$ cat src/rtl/vsc_pkg.sv
package vsc_pkg;
    localparam int WORD_W = 10;
    localparam int TAP_A  = 4;
    localparam int TAP_B  = 9;
    localparam int HIST_W = TAP_B;

    localparam logic [WORD_W-1:0] PRE_ONES  = '1;
    localparam logic [WORD_W-1:0] PRE_ZEROS = '0;

    typedef logic [WORD_W-1:0] word_t;
    typedef logic [HIST_W-1:0] hist_t;

    typedef struct packed {
        word_t line;
        hist_t hist;
        logic  level;
    } enc_t;

    typedef enum logic [1:0] {
        SEEK     = 2'd0,
        SAW_ONES = 2'd1,
        SAW_Z1   = 2'd2,
        SAW_Z2   = 2'd3
    } pre_state_e;

    // Ten serial steps of scrambler then NRZI; hist[0] is the newest bit.
    function automatic enc_t encode_word(word_t d, hist_t h, logic lvl);
        enc_t  r;
        hist_t hh;
        logic  l;
        logic  s;
        r  = '0;
        hh = h;
        l  = lvl;
        for (int i = 0; i < WORD_W; i++) begin
            s         = d[i] ^ hh[TAP_A-1] ^ hh[TAP_B-1];
            hh        = {hh[HIST_W-2:0], s};
            l         = l ^ s;
            r.line[i] = l;
        end
        r.hist  = hh;
        r.level = l;
        return r;
    endfunction
endpackage

$ cat src/rtl/vsc_scram_nrzi.sv
module vsc_scram_nrzi
    import vsc_pkg::*;
(
    input  logic  clk,
    input  logic  rst,
    input  logic  valid,
    input  logic  bypass,
    input  word_t word,
    output word_t line
);
    hist_t hist_q;
    logic  level_q;
    enc_t  enc;
    logic  advance;

    assign advance = valid && !bypass;

    always_comb begin
        enc  = encode_word(word, hist_q, level_q);
        line = enc.line;
    end

    always_ff @(posedge clk) begin
        if (rst) begin
            hist_q  <= '0;
            level_q <= 1'b0;
        end else if (advance) begin
            hist_q  <= enc.hist;
            level_q <= enc.level;
        end
    end


    state_frozen_chk: assert property (@(posedge clk) disable iff (rst)
        (!valid || bypass) |=> ($stable(hist_q) && $stable(level_q)));


    level_link_chk: assert property (@(posedge clk) disable iff (rst)
        advance |=> (level_q == $past(line[WORD_W-1])));
endmodule

$ cat src/rtl/vsc_pre_detect.sv
module vsc_pre_detect
    import vsc_pkg::*;
(
    input  logic  clk,
    input  logic  rst,
    input  logic  valid,
    input  logic  filter,
    input  word_t word,
    output logic  hit
);
    pre_state_e st_q, st_d;

    always_comb begin
        if (word == PRE_ONES)
            st_d = SAW_ONES;
        else if (word == PRE_ZEROS && st_q == SAW_ONES)
            st_d = SAW_Z1;
        else if (word == PRE_ZEROS && st_q == SAW_Z1)
            st_d = SAW_Z2;
        else
            st_d = SEEK;
    end

    assign hit = valid && (st_q == SAW_Z2) && (!filter || word[WORD_W-1]);

    always_ff @(posedge clk) begin
        if (rst)
            st_q <= SEEK;
        else if (valid)
            st_q <= st_d;
    end


    restart_chk: assert property (@(posedge clk) disable iff (rst)
        (valid && word == PRE_ONES) |=> (st_q == SAW_ONES));
endmodule

$ cat src/rtl/video_scrambler.sv
module video_scrambler
    import vsc_pkg::*;
(
    input  logic              clk,
    input  logic              rst,
    input  logic              in_valid,
    input  logic [WORD_W-1:0] in_data,
    input  logic              bypass,
    input  logic              sync_filter,
    output logic              out_valid,
    output logic [WORD_W-1:0] out_data,
    output logic              sync_flag
);
    word_t enc_line;
    logic  pre_hit;

    vsc_scram_nrzi enc_u (
        .clk    (clk),
        .rst    (rst),
        .valid  (in_valid),
        .bypass (bypass),
        .word   (in_data),
        .line   (enc_line)
    );

    vsc_pre_detect det_u (
        .clk    (clk),
        .rst    (rst),
        .valid  (in_valid),
        .filter (sync_filter),
        .word   (in_data),
        .hit    (pre_hit)
    );

    always_ff @(posedge clk) begin
        if (rst) begin
            out_valid <= 1'b0;
            out_data  <= '0;
            sync_flag <= 1'b0;
        end else begin
            out_valid <= in_valid;
            sync_flag <= pre_hit;
            if (in_valid)
                out_data <= bypass ? in_data : enc_line;
        end
    end


    latency_chk: assert property (@(posedge clk) disable iff (rst)
        in_valid |=> out_valid);


    hold_chk: assert property (@(posedge clk) disable iff (rst)
        !in_valid |=> (!out_valid && $stable(out_data)));


    raw_pass_chk: assert property (@(posedge clk) disable iff (rst)
        (in_valid && bypass) |=> (out_data == $past(in_data)));


    flag_aligned_chk: assert property (@(posedge clk) disable iff (rst)
        sync_flag |-> out_valid);


    filter_qual_chk: assert property (@(posedge clk) disable iff (rst)
        (sync_flag && $past(sync_filter)) |-> $past(in_data[WORD_W-1]));
endmodule

$ cat config.mk
export PLATFORM = sky130hd
export DESIGN_NAME = video_scrambler
export DESIGN_NICKNAME = d
export VERILOG_FILES = /design/src/rtl/vsc_pkg.sv /design/src/rtl/vsc_scram_nrzi.sv /design/src/rtl/vsc_pre_detect.sv /design/src/rtl/video_scrambler.sv
export SDC_FILE = /design/constraint.sdc
export NUM_CORES = 1
export LEC_CHECK = 0
export BUFFER_PORTS_ARGS = -buffer_cell sky130_fd_sc_hd__buf_2
export CORE_MARGIN = 4
export CORE_UTILIZATION = 45
export CTS_CLUSTER_DIAMETER = 100
export DETAILED_ROUTE_END_ITERATION = 12
export PLACE_DENSITY_LB_ADDON = 0.05
export SETUP_SLACK_MARGIN = 0.2
export SLEW_MARGIN = 20
export SYNTH_ARGS = -nofsm -noshare
export SYNTH_HDL_FRONTEND = slang
export SYNTH_SLANG_ARGS = --single-unit
$ cat constraint.sdc
create_clock -name clk -period 4.4 [get_ports clk]
set_clock_uncertainty 0.05 [all_clocks]
set_input_delay 0.22 -clock clk [delete_from_list [all_inputs] [get_ports clk]]
set_output_delay 0.22 -clock clk [all_outputs]
set_load 0.02 [all_outputs]
==> impl_summary.txt <==
----------------------------------------------------
[Die]
  Vert. Die Dim ... 66.5 um
  Std cell rows ... 20
  Initial core utilization ... 48.9%
  Top Ports ... 27
  X dimension of the die ... 66.5 um
  Std-Cell Core Area ... 3150 um2
  Die footprint ... 4430 um2

[Routing]
  Vias ... 1,295
  M1 wire length ... 1.71 mm
  Vias per cell ... 5.49
  Number of detailed-routing iterations run before antenna repair ... 4
  Sum of met3 wire segment lengths after detailed routing ... 249 um
  Detailed-route wire length per cell ... 15.6 um
  DRC ... 0
  Remaining antenna violation count ... 0
  Met2 WL post-DR ... 1.68 mm
  Total detailed-routing wirelength ... 3.69 mm
  Number of DRC violations after detailed-routing iteration 0 ... 70
  Top layer in use ... met4

[Clock tree]
  Setup bufs post-CTS ... 0
  # resized after CTS ... 0
  CTS clock-pin slew for the worst setup and hold paths ... 150 ps
  Clock tree root buffer cell ... sky130_fd_sc_hd__clkbuf_4
  Buffer depth of the longest clock path ... 2
  Clock latency on the worst-skew pair ... 330 ps
  Clock tree from TritonCTS ... yes
  Number of sinks on the clock net ... 24
  Number of hold-repair buffers added at the cts stage ... 1
  Number of CTS-inserted buffers ... 3
  Number of H-tree branching levels ... 1

[Cells and area]
  Area of all sequential standard cells ... 480 um2
  Antenna cells ... 0
  Share of layout cells above drive strength 1 ... 19.3%
  Final net count ... 208
  Final cell utilization of the core ... 55.4%
  Post-Layout Cell Count ... 236
  Filler Cell Count ... 318
  Multi-input gate area ... 1010 um2
  Area growth, synth to finish ... 13.2%

[Synth]
  Number of enable flip-flop cells after synthesis ... 0
  Netlist area before placement ... 1540 um2
  Count of distinct cell types in the synthesized netlist ... 38
  Post-synth ARST share ... 0%
  Biggest area consumer among synthesized cells ... sky130_fd_sc_hd__dfxtp_1
  Synth top area cells ... sky130_fd_sc_hd__dfxtp_1, sky130_fd_sc_hd__xnor3_1, sky130_fd_sc_hd__xnor2_1, sky130_fd_sc_hd__nand2_1, sky130_fd_sc_hd__nor2_1
  Synthesized netlist net count ... 184
  Most used flip-flop cell after synthesis ... sky130_fd_sc_hd__dfxtp_1
  Mean post-synth cell area ... 9.12 um2
  Yosys reg bits ... 24
  Register area share after synthesis ... 31.2%
  Warnings, synthesis ... 0
  Gate Count Post-Synth ... 169
  Share of the synthesized area in the top cell type ... 31.2%

[Run]
  # Max-Cap Violations ... 0

[Global route]
  Number of global-route vias before repair ... 1,271
  Wire length of the first global-routing pass ... 6.00 mm
  Largest net degree at the start of global routing ... 23
  GRT overflow ... 0
  Antenna violations before repair ... 0
  GRT Resource Usage Total ... 18.0%

[Worst hold path]
  Class of the tightest hold or removal check ... in -> reg

[Setup path]
  Cell at the slowest stage of the critical path ... sky130_fd_sc_hd__xnor3_1
  Crit path max fanout ... 8
  Peak per-stage delay on the critical path ... 550 ps
  Buffer and inverter count on the worst path ... 0
  Most numerous cell on the critical path ... sky130_fd_sc_hd__xnor3_1
  Cell breakdown of the critical path ... xor2_1 -> xnor3_1 -> xnor3_1 -> or4_4 -> o311ai_1
  R2R Setup Slk ... 2030 ps
  Data required time of the worst path ... 4590 ps
  Type of element launching the critical path ... flip-flop
  Arrival @ worst endpoint ... 2560 ps
  WS Path Type ... reg -> reg
  Endpoint kind of the worst setup timing path ... flip-flop
  Crit-path leading delay family ... XOR/XNOR gates

[Timing]
  Final Cycle Share ... 53.8%
  Count of endpoints failing setup in the final report ... 0
  Worst slew margin relative to its limit ... 64.7%
  Worst Setup Slack, final ... 2030 ps
  Setup repair after global routing missed its margin ... false
  Total negative slack ... 0 ps
  Count of pins over their slew limit ... 0
  Pin slew with the least headroom to its limit ... 528 ps
  Final critical path time including I/O delays and setup ... 2370 ps
  Endpoints failing hold ... 0
  Peak clock frequency supported by timing ... 422 MHz

[Run status]
  Status ... finished, final reports clean

[Placed design]
  Worst setup slack after placement ... 2070 ps
  Hpwl dp ... 2.80 mm
  Placed instance count ... 231
  I/O Buffers ... 26
  Final RePlAce weighted congestion ... 0.887

[Power]
  Leakage dissipation ... 0.000771 uW
  PD cells ... 537 nW/um2
  Overall power consumption ... 937 uW
  Peak supply drop ... 0.273 mV

----------------------------------------------------
## cells in the final DEF (no fill, tap or decap), drive strengths merged, types with 2 or more instances in the layout
cell	Yosys	layout
nand2	30	30
nor3b	2	2
buf	2	26
xor2	5	5
dfxtp	24	24
nand3	3	3
xnor3	11	11
nand4	3	3
nor2	18	18
o21ai	7	7
a211oi	2	2
clkbuf	5	3
inv	3	3
nor3	3	3
xnor2	18	18
nor4	2	2
a311oi	4	4
a21oi	12	12
## worst paths after layout
path / startpoint / end / cells past startpoint
max: enc_u.hist_q[8] / out_data[9] / 5
max reg2reg: enc_u.hist_q[8] / out_data[9] / 5
min: in_data[3] / out_data[3] / 3
min reg2reg: out_data[8] / out_data[8] / 2
## layer usage
metal | track usage (%) | up-vias
li1 | - | 627
met1 | 23.5 | 612
met2 | 29.7 | 50
met3 | 2.70 | 6
met4 | 7.11 | 0
met5 | 0 | -
## cells in the mapped netlist, types with 2 or more instances
master                     count
sky130_fd_sc_hd__nand2_1      30
sky130_fd_sc_hd__dfxtp_1      24
sky130_fd_sc_hd__nor2_1       18
sky130_fd_sc_hd__xnor2_1      17
sky130_fd_sc_hd__a21oi_1      12
sky130_fd_sc_hd__xnor3_1       9
sky130_fd_sc_hd__o21ai_0       6
sky130_fd_sc_hd__xor2_1        5
sky130_fd_sc_hd__a311oi_1      4
sky130_fd_sc_hd__clkbuf_1      4
sky130_fd_sc_hd__inv_1         3
sky130_fd_sc_hd__nand3_1       3
sky130_fd_sc_hd__nand4_1       3
sky130_fd_sc_hd__nor3_1        3
sky130_fd_sc_hd__a211oi_1      2
sky130_fd_sc_hd__nor3b_1       2
sky130_fd_sc_hd__nor4_1        2
sky130_fd_sc_hd__xnor3_2       2
## logic make-up (layout without fill, tap and decap cells)
kind of cell              after synthesis  in the layout  share of synthesized area, %
buffers and inverters                  11             34                          3.57
xor gates and xnor gates               35             35                          32.1
muxes                                   2              2                          1.38
and+or+nand+nor                        67             67                          19.6
AOI/OAI and AO/OA                      30             30                          12.3
DFF                                    24             24                          31.2
## metrics by stage
step | hold slack [ps] | instance area, um2
after floorplan | 262 | 1540
after global placement | 354 | 1680
after detailed placement | 353 | 1680
after CTS | 143 | 1750
after global routing | 138 | 1750
final | 147 | 1750
## state kept, by name, indices dropped and copies added (netlist names)
register,flops
out_data,10
enc_u.hist_q,9
det_u.st_q,2
enc_u.level_q,1
sync_flag,1
out_valid,1
## final cells by class
cell class	instances	area share, %
clock buffers	3	1.29
clock inverters	1	1.72
inverters	3	0.645
multi-input cells	134	57.6
flip-flops and latches	24	27.5
well taps	44	3.15
repair buffers	27	8.03
## worst register-to-register path, delay by kind of cell (launching register included)
| family | cells | cell delay (ps) |
|---|---|---|
| AND/OR/NAND/NOR | 1 | 430 |
| XOR/XNOR | 3 | 1300 |
| AO/OA/AOI/OAI | 1 | 80 |
| flip-flops | 1 | 410 |
## power by group
part	total (uW)	switching [uW]	internal [uW]	leakage, uW
logic	497	234	262	0.000545
registers	274	23.3	251	0.000197
clock network	166	73.7	92.1	0.0000279
total	937	331	605	0.000771
Power figures use the tool's default switching activity.
